File: config.mk
export PLATFORM = sky130hd
export DESIGN_NAME = cpu_port_decay
export DESIGN_NICKNAME = d
export VERILOG_FILES = /design/src/rtl/cpu_port_pkg.sv /design/src/rtl/cpu_port_timebase.sv /design/src/rtl/cpu_port_decay_cell.sv /design/src/rtl/cpu_port_decay.sv
export SDC_FILE = /design/constraint.sdc
export NUM_CORES = 1
export LEC_CHECK = 0
export CORE_MARGIN = 5
export CORE_UTILIZATION = 50
export CTS_BUF_LIST = sky130_fd_sc_hd__clkbuf_8
export DETAILED_ROUTE_END_ITERATION = 10
export PLACE_DENSITY = 0.81
export REMOVE_ABC_BUFFERS = 1
export SETUP_SLACK_MARGIN = 0.1
export SYNTH_ARGS = -nofsm -noshare
export SYNTH_HDL_FRONTEND = slang
export SYNTH_SLANG_ARGS = --single-unit
File: constraint.sdc
create_clock -name clk -period 2.7 [get_ports clk]
set_input_delay 0.81 -clock clk [delete_from_list [all_inputs] [get_ports clk]]
set_output_delay 0.81 -clock clk [all_outputs]
set_load 0.02 [all_outputs]
File: src/rtl/cpu_port_pkg.sv
package cpu_port_pkg;
    localparam int PORT_W = 8;
    localparam int BANK_W = 3;
    localparam int FLOAT_LO = 6;
    localparam int FLOAT_N = 2;
    localparam int GATED_BIT = 5;
    localparam logic [PORT_W-1:0] PULLUP_MASK = 8'h17;
    localparam logic [PORT_W-1:0] RESET_DATA = 8'h3F;
    localparam logic [PORT_W-1:0] RESET_PINS = 8'h3F;

    typedef struct packed {
        logic [PORT_W-1:0] dir;
        logic [PORT_W-1:0] data;
        logic [PORT_W-1:0] pins;
    } port_regs_t;
endpackage

File: src/rtl/cpu_port_timebase.sv
module cpu_port_timebase #(
    parameter int TIME_W = 32
) (
    input  logic              clk,
    input  logic              rst_n,
    output logic [TIME_W-1:0] now
);
    logic [TIME_W-1:0] cnt_d, cnt_q;

    always_comb begin
        cnt_d = cnt_q + TIME_W'(1);
    end

    always_ff @(posedge clk) begin
        if (!rst_n) cnt_q <= '0;
        else        cnt_q <= cnt_d;
    end

    assign now = cnt_q;

    // the time reference advances by exactly one per cycle
    a_r7_time_steps: assert property (@(posedge clk) disable iff (!rst_n)
        $past(rst_n) |-> (cnt_q == $past(cnt_q) + TIME_W'(1)));
endmodule

File: src/rtl/cpu_port_decay_cell.sv
module cpu_port_decay_cell #(
    parameter int TIME_W = 32,
    parameter int PERIOD = 350000
) (
    input  logic              clk,
    input  logic              rst_n,
    input  logic [TIME_W-1:0] now,
    input  logic              dir_cur,
    input  logic              dir_wr,
    input  logic              dir_new,
    input  logic              data_wr,
    input  logic              data_new,
    input  logic              data_cur,
    input  logic              rd_evt,
    output logic              held_out
);
    localparam logic [TIME_W-1:0] SPAN = TIME_W'(PERIOD);

    typedef struct packed {
        logic              held;
        logic              armed;
        logic [TIME_W-1:0] expiry;
    } cell_t;

    cell_t s_d, s_q;
    logic  expired;

    always_comb begin
        expired = s_q.armed && (s_q.expiry < now);
        s_d = s_q;
        if (data_wr && dir_cur) begin
            s_d.held   = data_new;
            s_d.armed  = 1'b1;
            s_d.expiry = now + SPAN;
        end else if (dir_wr && dir_cur && !dir_new) begin
            s_d.held   = data_cur;
            s_d.armed  = 1'b1;
            s_d.expiry = now + SPAN;
        end else if (rd_evt && expired) begin
            s_d.held  = 1'b0;
            s_d.armed = 1'b0;
        end
    end

    always_ff @(posedge clk) begin
        if (!rst_n) s_q <= '0;
        else        s_q <= s_d;
    end

    assign held_out = expired ? 1'b0 : s_q.held;

    // a timer is disarmed only once its expiry lies before the current cycle
    a_r7_disarm_after_expiry: assert property (@(posedge clk) disable iff (!rst_n)
        $fell(s_q.armed) |-> ($past(s_q.expiry) < $past(now)));

    // a data write to an input bit leaves the stored charge alone
    a_r9_input_write_ignored: assert property (@(posedge clk) disable iff (!rst_n)
        (data_wr && !dir_cur && !rd_evt) |=> $stable(s_q.held));
endmodule

File: src/rtl/cpu_port_decay.sv
module cpu_port_decay
    import cpu_port_pkg::*;
#(
    parameter int ADDR_W       = 16,
    parameter int TIME_W       = 32,
    parameter int DECAY_CYCLES = 350000
) (
    input  logic              clk,
    input  logic              rst_n,
    input  logic              acc_rd,
    input  logic              acc_wr,
    input  logic [ADDR_W-1:0] acc_addr,
    input  logic [7:0]        acc_wdata,
    output logic [7:0]        acc_rdata,
    input  logic [7:0]        bus_last,
    output logic [2:0]        bank_sel,
    output logic [7:0]        port_pins,
    output logic              ram_rd,
    output logic              ram_wr,
    output logic [ADDR_W-1:0] ram_addr,
    output logic [7:0]        ram_wdata,
    input  logic [7:0]        ram_rdata
);
    localparam logic [ADDR_W-1:0] DIR_ADDR  = ADDR_W'(0);
    localparam logic [ADDR_W-1:0] DATA_ADDR = ADDR_W'(1);

    port_regs_t        r_d, r_q;
    logic              sel_dir, sel_data, sel_port;
    logic              dir_wr, data_wr, port_rd;
    logic [PORT_W-1:0] drive_lvl, base_val, read_val;
    logic [TIME_W-1:0] now;
    logic [FLOAT_N-1:0] held;

    assign sel_dir  = (acc_addr == DIR_ADDR);
    assign sel_data = (acc_addr == DATA_ADDR);
    assign sel_port = sel_dir || sel_data;
    assign dir_wr   = acc_wr && sel_dir;
    assign data_wr  = acc_wr && sel_data;
    assign port_rd  = acc_rd && sel_data;

    always_comb begin
        r_d = r_q;
        if (dir_wr)  r_d.dir  = acc_wdata;
        if (data_wr) r_d.data = acc_wdata;
        r_d.pins = (r_q.pins & ~r_d.dir) | (r_d.data & r_d.dir);
    end

    always_ff @(posedge clk) begin
        if (!rst_n) begin
            r_q.dir  <= '0;
            r_q.data <= RESET_DATA;
            r_q.pins <= RESET_PINS;
        end else begin
            r_q <= r_d;
        end
    end

    cpu_port_timebase #(.TIME_W(TIME_W)) u_time (
        .clk   (clk),
        .rst_n (rst_n),
        .now   (now)
    );

    for (genvar g = 0; g < FLOAT_N; g++) begin : g_float
        localparam int IDX = FLOAT_LO + g;
        cpu_port_decay_cell #(.TIME_W(TIME_W), .PERIOD(DECAY_CYCLES)) u_cell (
            .clk      (clk),
            .rst_n    (rst_n),
            .now      (now),
            .dir_cur  (r_q.dir[IDX]),
            .dir_wr   (dir_wr),
            .dir_new  (acc_wdata[IDX]),
            .data_wr  (data_wr),
            .data_new (acc_wdata[IDX]),
            .data_cur (r_q.data[IDX]),
            .rd_evt   (port_rd),
            .held_out (held[g])
        );
    end

    always_comb begin
        drive_lvl = r_q.data | ~r_q.dir;
        base_val  = drive_lvl & (r_q.pins | PULLUP_MASK);
        if (!r_q.dir[GATED_BIT]) base_val[GATED_BIT] = 1'b0;
        read_val = base_val;
        for (int i = 0; i < FLOAT_N; i++) begin
            if (!r_q.dir[FLOAT_LO + i]) read_val[FLOAT_LO + i] = held[i];
        end
    end

    always_comb begin
        if (sel_dir)       acc_rdata = r_q.dir;
        else if (sel_data) acc_rdata = read_val;
        else               acc_rdata = ram_rdata;
    end

    assign bank_sel  = drive_lvl[BANK_W-1:0];
    assign port_pins = r_q.pins;
    assign ram_addr  = acc_addr;
    assign ram_rd    = acc_rd && !sel_port;
    assign ram_wr    = acc_wr;
    assign ram_wdata = sel_port ? bus_last : acc_wdata;

    // a direction write is visible in the register one cycle later
    a_r2_dir_lands: assert property (@(posedge clk) disable iff (!rst_n)
        dir_wr |=> (r_q.dir == $past(acc_wdata)));

    // a data write is visible in the register one cycle later
    a_r2_data_lands: assert property (@(posedge clk) disable iff (!rst_n)
        data_wr |=> (r_q.data == $past(acc_wdata)));

    // output pins always agree with the data register
    a_r3_outputs_follow: assert property (@(posedge clk) disable iff (!rst_n)
        (((r_q.pins ^ r_q.data) & r_q.dir) == '0));

    // input pins never change level
    a_r3_inputs_hold: assert property (@(posedge clk) disable iff (!rst_n)
        $past(rst_n) |-> (((r_q.pins ^ $past(r_q.pins)) & ~r_q.dir) == '0));
endmodule

==> flow_summary_export.csv, run 1 <==
group,metric,value,unit
global_routing,grt_first_pass_wirelength,37920,um
floorplanning,rows,44,
sta,rsz0062_at_grt,"true",
layout,diodes,0,
yosys,syn_inst,915,
min_path,hold-path-endpoint,"g_float[1].u_cell.s_q[0]$_SDFFE_PN0P_",
worst_setup_path,critPathKind,"primary input to output port",
yosys,syn_area,0.007316,mm2
run_status,status,"finished with violations",
detailed_routing,wl_met1,10210,um
sta,slew_headroom,45.69,%
worst_setup_path,r2r_cells,9,
global_routing,grt_max_degree,66,
min_path,hold_depth,2,
floorplanning,fp.dieH,131.0,um
worst_setup_path,cp.arrival,2570,ps
yosys,synth_xor_area_share,6.465,%
detailed_routing,first_iter_violations,928,
yosys,synth.top_cells.by_count,"nand2_1, dfxtp_1, a21oi_1",
run,cap_violations,0,
yosys,ys_seq_elements,124,
detailed_routing,wl_met3,1927,um
power_and_ir_drop,total_power,3.910,mW
detailed_routing,top_layer,"met4",
yosys,synthAdderAreaFrac,11.12,%
detailed_routing,via_count,7873,
sta,fin_crit_sh,125.1,%
worst_setup_path,worst_setup_path_start_kind,"primary input",
yosys,synth_area_leader_cell,"dfxtp_1",
global_routing,antenna_found_initial,0,
worst_setup_path,reg2reg_setup_slack,310,ps
floorplanning,core,0.01442,mm2
place,pre_cts_ws,-1144,ps
floorplanning,die_area,0.01715,mm2
yosys,synth-edff-count,0,
clock_tree,cts_buffer_depth,2,
worst_setup_path,worstPathRequired,1890,ps
yosys,synth_simple_gate_area_share,21.64,%
power_and_ir_drop,vdd_drop_max,364.4,uV
clock_tree,cts_made_buffers,17,
worst_setup_path,end_kind,"output port",
layout,area_growth,40.62,%
detailed_routing,drc_errors,0,
yosys,postSynthAreaPerCell,7.995,um2
yosys,synth_top_area_share,33.93,%
yosys,ys_warn_count,0,
place,gp_congestion,0.8873,
sta,min_period,3377,ps
floorplanning,ios,89,
sta,tightest_slew,814.6,ps
min_path,hold_path.class,"register to register",
place,io_buffers,88,
clock_tree,htree_levels,4,
yosys,synthFlopType,"dfxtp_1",
worst_setup_path,rr_startpoint,"u_time.now[4]$_SDFF_PN0_",
place,place_area,0.009071,mm2
worst_setup_path,path_max_fanout,6,
detailed_routing,vias_per_cell,6.065,
power_and_ir_drop,leakagePower,4.102,nW
sta,fin_ws,-677.0,ps
layout,drive_above_1_share,28.64,%
global_routing,overflow,0,
global_routing,grt_usage,28.10,%
run_status,violations,"negative setup slack",
layout,n_fill_cell,948,
yosys,synth_area_leaders,"dfxtp_1, ha_1, nand2_1",
floorplanning,start_util,50.72,%
sta,finalSetupViolations,17,
layout,final_nets,1212,
sta,fmax,296.1,MHz
layout,fin_util,71.32,%
place,dp_hpwl,15360,um
yosys,synth_top_family_by_area,"simple AND/OR/NAND/NOR gates",
worst_setup_path,r2r-end,"g_float[1].u_cell.s_q[24]$_SDFFE_PN0P_",
sta,tns,-8895,ps
sta,maxSlewViolCount,0,
floorplanning,die_x,131.0,um
detailed_routing,routed_wl,26110,um
yosys,ys_types,56,
min_path,hp-start,"g_float[1].u_cell.s_q[0]$_SDFFE_PN0P_",
clock_tree,clk_pin_slew,70,ps
sta,fin_skew,15.23,ps
yosys,synth_compound_area_share,17.19,%
power_and_ir_drop,p_per_area,380.0,mW/mm2
yosys,synth_mux_area_share,1.796,%
detailed_routing,drt_first_pass_iters,6,
yosys,async_flop_share,0,%
clock_tree,root_buffer,"clkbuf_8",
sta,hold_violations,0,
detailed_routing,ant_nets,0,
clock_tree,clock_latency,460,ps
yosys,synth-seq-area-share,33.93,%
clock_tree,cts_tree,"yes",
yosys,synth_most_common_cell,"nand2_1",
layout,final_area,0.01029,mm2
detailed_routing,dr_wl_met2,12800,um
clock_tree,clock-sinks,124,
detailed_routing,routedWlPerCell,20.11,um
global_routing,grt_pass1_vias,7630,
==> registers in the layout, summed over array words and instances, names as in the netlist, named ones only <==
name,cells
g_float.u_cell.s_q,68
u_time.now,32
r_q,16
==> power breakdown <==
part           total [mW]  internal (mW)  leakage, nW  switching, mW
Clock                1.69          0.934        0.211          0.757
Combinational       0.384          0.183         2.89          0.201
Sequential           1.83           1.83         1.00        0.00216
Total                3.91           2.95         4.10          0.961
==> worst max-delay path by stage <==
stage / slack, ps / start / cells past startpoint / to
4_1_cts: -620 / u_time.now[2]$_SDFF_PN0_ / 9 / acc_rdata[7]
3_3_place_gp: -1100 / acc_addr[14] / 7 / acc_rdata[7]
3_5_place_dp: -1140 / acc_addr[9] / 7 / acc_rdata[7]
5_1_grt: -720 / u_time.now[24]$_SDFF_PN0_ / 10 / acc_rdata[7]
2_1_floorplan: -910 / acc_addr[6] / 5 / g_float[1].u_cell.s_q[32]$_SDFFE_PN0P_
6_report: -680 / acc_addr[7] / 9 / acc_rdata[7]
==> per-stage QoR <==
step	instances	hold WS (ps)
after CTS	1288	453.7
final	1298	453.6
after global routing	1298	474.5
after detailed placement	1245	447.6
after floorplan	841	431.7
after global placement	1245	445.1
==> cells in the final DEF, fill, tap and decap left out, types with 10 or more instances in the layout <==
cell             instances
buf_4                  136
dfxtp_1                114
nand2_1                 98
a21oi_1                 80
nor2_1                  69
xnor2_1                 54
o21ai_0                 53
clkdlybuf4s50_1         53
ha_1                    51
inv_1                   43
nand3_1                 32
buf_6                   30
clkbuf_8                19
nand4_1                 18
a211oi_1                18
nand2_2                 18
nor3_1                  14
ha_4                    14
nand2_4                 12
mux2i_1                 11
or3_1                   10
dfxtp_2                 10
==> repair_timing <==
action	CTS	global route
hold buffers	0	0
gates resized for setup	255	56
setup endpoints to repair	47	17
pin swaps	49	22
setup buffers	11	12
gates cloned	3	0
==> cell families after synthesis <==
kind of cell               Yosys count
AOI/OAI and AO/OA                  214
muxes                               13
adders and majority gates           65
DFF                                124
and+or+nand+nor                    323
buffers and inverters              122
xor gates and xnor gates            54
==> routing by layer <==
| metal | track usage, % | vias up |
|---|---|---|
| met1 | 33.84 | 3717 |
| met3 | 7.033 | 128 |
| met2 | 47.25 | 476 |
| met4 | 12.64 | 0 |
| met5 | 0 | - |
| li1 | - | 3552 |
==> layout make-up <==
cell class	instances	area [um2]	share of cell area [%]
Multi-Input combinational cell	669	4773	46.40
Sequential cell	124	2495	24.25
Timing Repair Buffer	243	2218	21.56
Clock buffer	19	261.5	2.542
Tap cell	184	230.2	2.238
Inverter	48	180.2	1.751
Clock inverter	11	128.9	1.253
==> worst max-delay path, stage by stage <==
cell	delay (ps)
buf_6	110
nor4_4	550
nand4_4	180
buf_12	200
buf_6	110
a311oi_2	220
a21oi_1	100
a21oi_2	140
buf_6	140
Note: power is estimated with default switching activity, not from simulation.
==> run 2, diff against run 1 <==
Settings changed: SKIP_LAST_GASP set to 1.
==> run 2 against run 1 <==
  * The flow still finishes with violations (negative setup slack)
  * Sequential share of layout area grew 0.19 points
  * Final cell count is essentially flat
  * Critical path depth is the same
  * Total power shrank 0.48%
  * Critical endpoint is now acc_rdata[6]
  * Via count shrank 1.9%
  * Setup slack lost 75 ps
==> flow_summary_export.csv, run 2 (synthesis results as in run 1) <==
group,metric,value,unit
run_status,status,"finished with violations",
run_status,violations,"negative setup slack",
floorplanning,die_area,0.01715,mm2
sta,slew_headroom,45.97,%
global_routing,overflow,0,
clock_tree,clock_latency,460,ps
detailed_routing,via_count,7726,
floorplanning,ios,89,
power_and_ir_drop,total_power,3.891,mW
clock_tree,root_buffer,"clkbuf_8",
min_path,hold_path.class,"register to register",
sta,maxSlewViolCount,0,
global_routing,use_met1,33.32,%
global_routing,grt_first_pass_wirelength,37180,um
worst_setup_path,worst_path_max_delay_cell,"nor4_1",
worst_setup_path,cpPeakStageDelay,460,ps
layout,area_growth,39.54,%
clock_tree,cts_tree,"yes",
power_and_ir_drop,pwr-share-comb,9.6,%
sta,hold_violations,0,
power_and_ir_drop,p_switching,947.9,uW
clock_tree,cts_made_buffers,17,
global_routing,grt_pass1_vias,7538,
worst_setup_path,crit_buf_inv,4,
sta,fin_ws,-751.9,ps
clock_tree,clk_pin_slew,70,ps
clock_tree,postCtsHoldBufs,0,
clock_tree,cts_buffer_depth,2,
layout,final_nets,1211,
worst_setup_path,reg2reg_setup_slack,210,ps
detailed_routing,routedWlPerCell,19.28,um
layout,final_area,0.01021,mm2
layout,largest_reg_flops,68,
power_and_ir_drop,leakagePower,4.070,nW
detailed_routing,vias_per_cell,5.957,
worst_setup_path,worst_setup_path_start_kind,"register",
sta,fin_crit_sh,127.8,%
sta,rsz0062_at_grt,"true",
worst_setup_path,critPathKind,"register to output port",
power_and_ir_drop,vdd_drop_max,364.7,uV
clock_tree,clock-sinks,124,
place,gp_congestion,0.8873,
power_and_ir_drop,p_int,2.943,mW
layout,max_flop_register,"g_float.u_cell.s_q",
floorplanning,core,0.01442,mm2
global_routing,grt_usage,27.53,%
detailed_routing,first_iter_violations,843,
global_routing,use_met3,6.341,%
worst_setup_path,crit_top_cell,"buf_4",
worst_setup_path,cp.arrival,2640,ps
power_and_ir_drop,p_per_area,381.2,mW/mm2
power_and_ir_drop,seqPwrFrac,47.1,%
worst_setup_path,end_kind,"output port",
place,place_area,0.009071,mm2
layout,diodes,0,
layout,fin_util,70.78,%
layout,drive_above_1_share,28.12,%
power_and_ir_drop,swShare,24.36,%
sta,fin_skew,11.90,ps
place,dp_hpwl,15360,um
global_routing,grt.met2_usage,46.42,%
global_routing,grt-busiest-layer,"met2",
sta,finalSetupViolations,17,
worst_setup_path,worstPathRequired,1890,ps
detailed_routing,routed_wl,25000,um
layout,n_fill_cell,984,
floorplanning,fp.dieH,131.0,um
clock_tree,htree_levels,4,
sta,fmax,289.7,MHz
layout,layout.cells.most_common_list,"buf_4, dfxtp_1, nand2_1, a21oi_1, nor2_1",
floorplanning,start_util,50.72,%
run,cap_violations,0,
floorplanning,rows,44,
layout,layout_commonest_cell,"buf_4",
sta,tightest_slew,803.0,ps
worst_setup_path,path_cells,"inv_2, ha_1, nand4_1, nor4_1, buf_4, o311ai_1, buf_4, a31oi_4, buf_6",
sta,min_period,3452,ps
place,io_buffers,88,
worst_setup_path,cp_top_family,"buffers and inverters",
floorplanning,die_x,131.0,um
power_and_ir_drop,pwr-share-clk,43.2,%
detailed_routing,ant_nets,0,
detailed_routing,drt_first_pass_iters,6,
global_routing,grt_max_degree,66,
global_routing,antenna_found_initial,0,
detailed_routing,drc_errors,0,
worst_setup_path,path_max_fanout,4,
-- run 2: cell types whose count changed in the layout (fill, tap and decap cells not counted), moves of 2 or more --
cell / before / now
buf_6: 30 / 22
buf_4: 136 / 140
nand2_1: 98 / 102
buf_2: 4 / 6
clkbuf_2: 2 / 4
clkdlybuf4s15_1: 2 / 0
nand2_2: 18 / 16
nand2_4: 12 / 10
-- run 2: layout make-up --
class / count / area (um2) / area share (%)
Inverter: 48 / 180.2 / 1.765
Sequential cell: 124 / 2495 / 24.44
Clock inverter: 11 / 128.9 / 1.262
Tap cell: 184 / 230.2 / 2.255
Multi-Input combinational cell: 669 / 4740 / 46.43
Timing Repair Buffer: 242 / 2173 / 21.29
Clock buffer: 19 / 261.5 / 2.562
-- run 2: power by group through the flow --
stage | Combinational (mW) | Sequential, mW | Clock (mW)
finish | 0.374 | 1.83 | 1.68
global route | 0.387 | 1.83 | 1.78
CTS | 0.343 | 1.83 | 1.68
detailed placement | 0.319 | 1.88 | 0
global placement | 0.316 | 1.88 | 0
floorplan | 0.0813 | 1.88 | 0
-- run 2: metal layers --
| layer | vias up | routed length (um) |
|---|---|---|
| met4 | 0 | 951 |
| met3 | 114 | 1986 |
| met2 | 412 | 12200 |
| li1 | 3540 | - |
| met5 | - | 0 |
| met1 | 3660 | 9863 |
-- run 2: final timing paths --
check	depth (start not counted)	startpoint	endpoint
setup / recovery	9	u_time.now[27]$_SDFF_PN0_	acc_rdata[6]
hold / removal	2	g_float[1].u_cell.s_q[0]$_SDFFE_PN0P_	g_float[1].u_cell.s_q[0]$_SDFFE_PN0P_
setup reg to reg	12	u_time.now[24]$_SDFF_PN0_	g_float[1].u_cell.s_q[33]$_SDFFE_PN0P_
hold reg to reg	2	g_float[1].u_cell.s_q[0]$_SDFFE_PN0P_	g_float[1].u_cell.s_q[0]$_SDFFE_PN0P_
-- run 2: per-stage QoR --
step	std cells	hold WS, ps	worst slack (ps)	TNS [ps]
finish	1297	453.7	-751.9	-5629
detailed placement	1245	447.6	-1144	-42110
global route	1297	474.5	-844.0	-6725
floorplan	841	431.7	-905.4	-28370
CTS	1288	453.7	-624.5	-3698
global placement	1245	445.1	-1095	-36690
-- run 2: what timing repair did --
action / 4_1_cts / 5_1_grt
pin swaps: 49 / 19
endpoints found under the hold margin: 0 / 0
setup buffers: 11 / 10
cloned: 3 / 0
setup endpoints to repair: 47 / 18
gates resized for setup: 252 / 44
-- run 2: worst register-to-register path, cell delays in order, from the launching register on --
cell and delay, ps:
dfxtp_2 340, inv_1 80, ha_1 300, nand4_1 220, nor4_4 60, buf_4 160, a2111oi_4 340, nand2_2 140
buf_4 150, buf_4 120, buf_4 120, nor3_1 230, a21oi_1 110
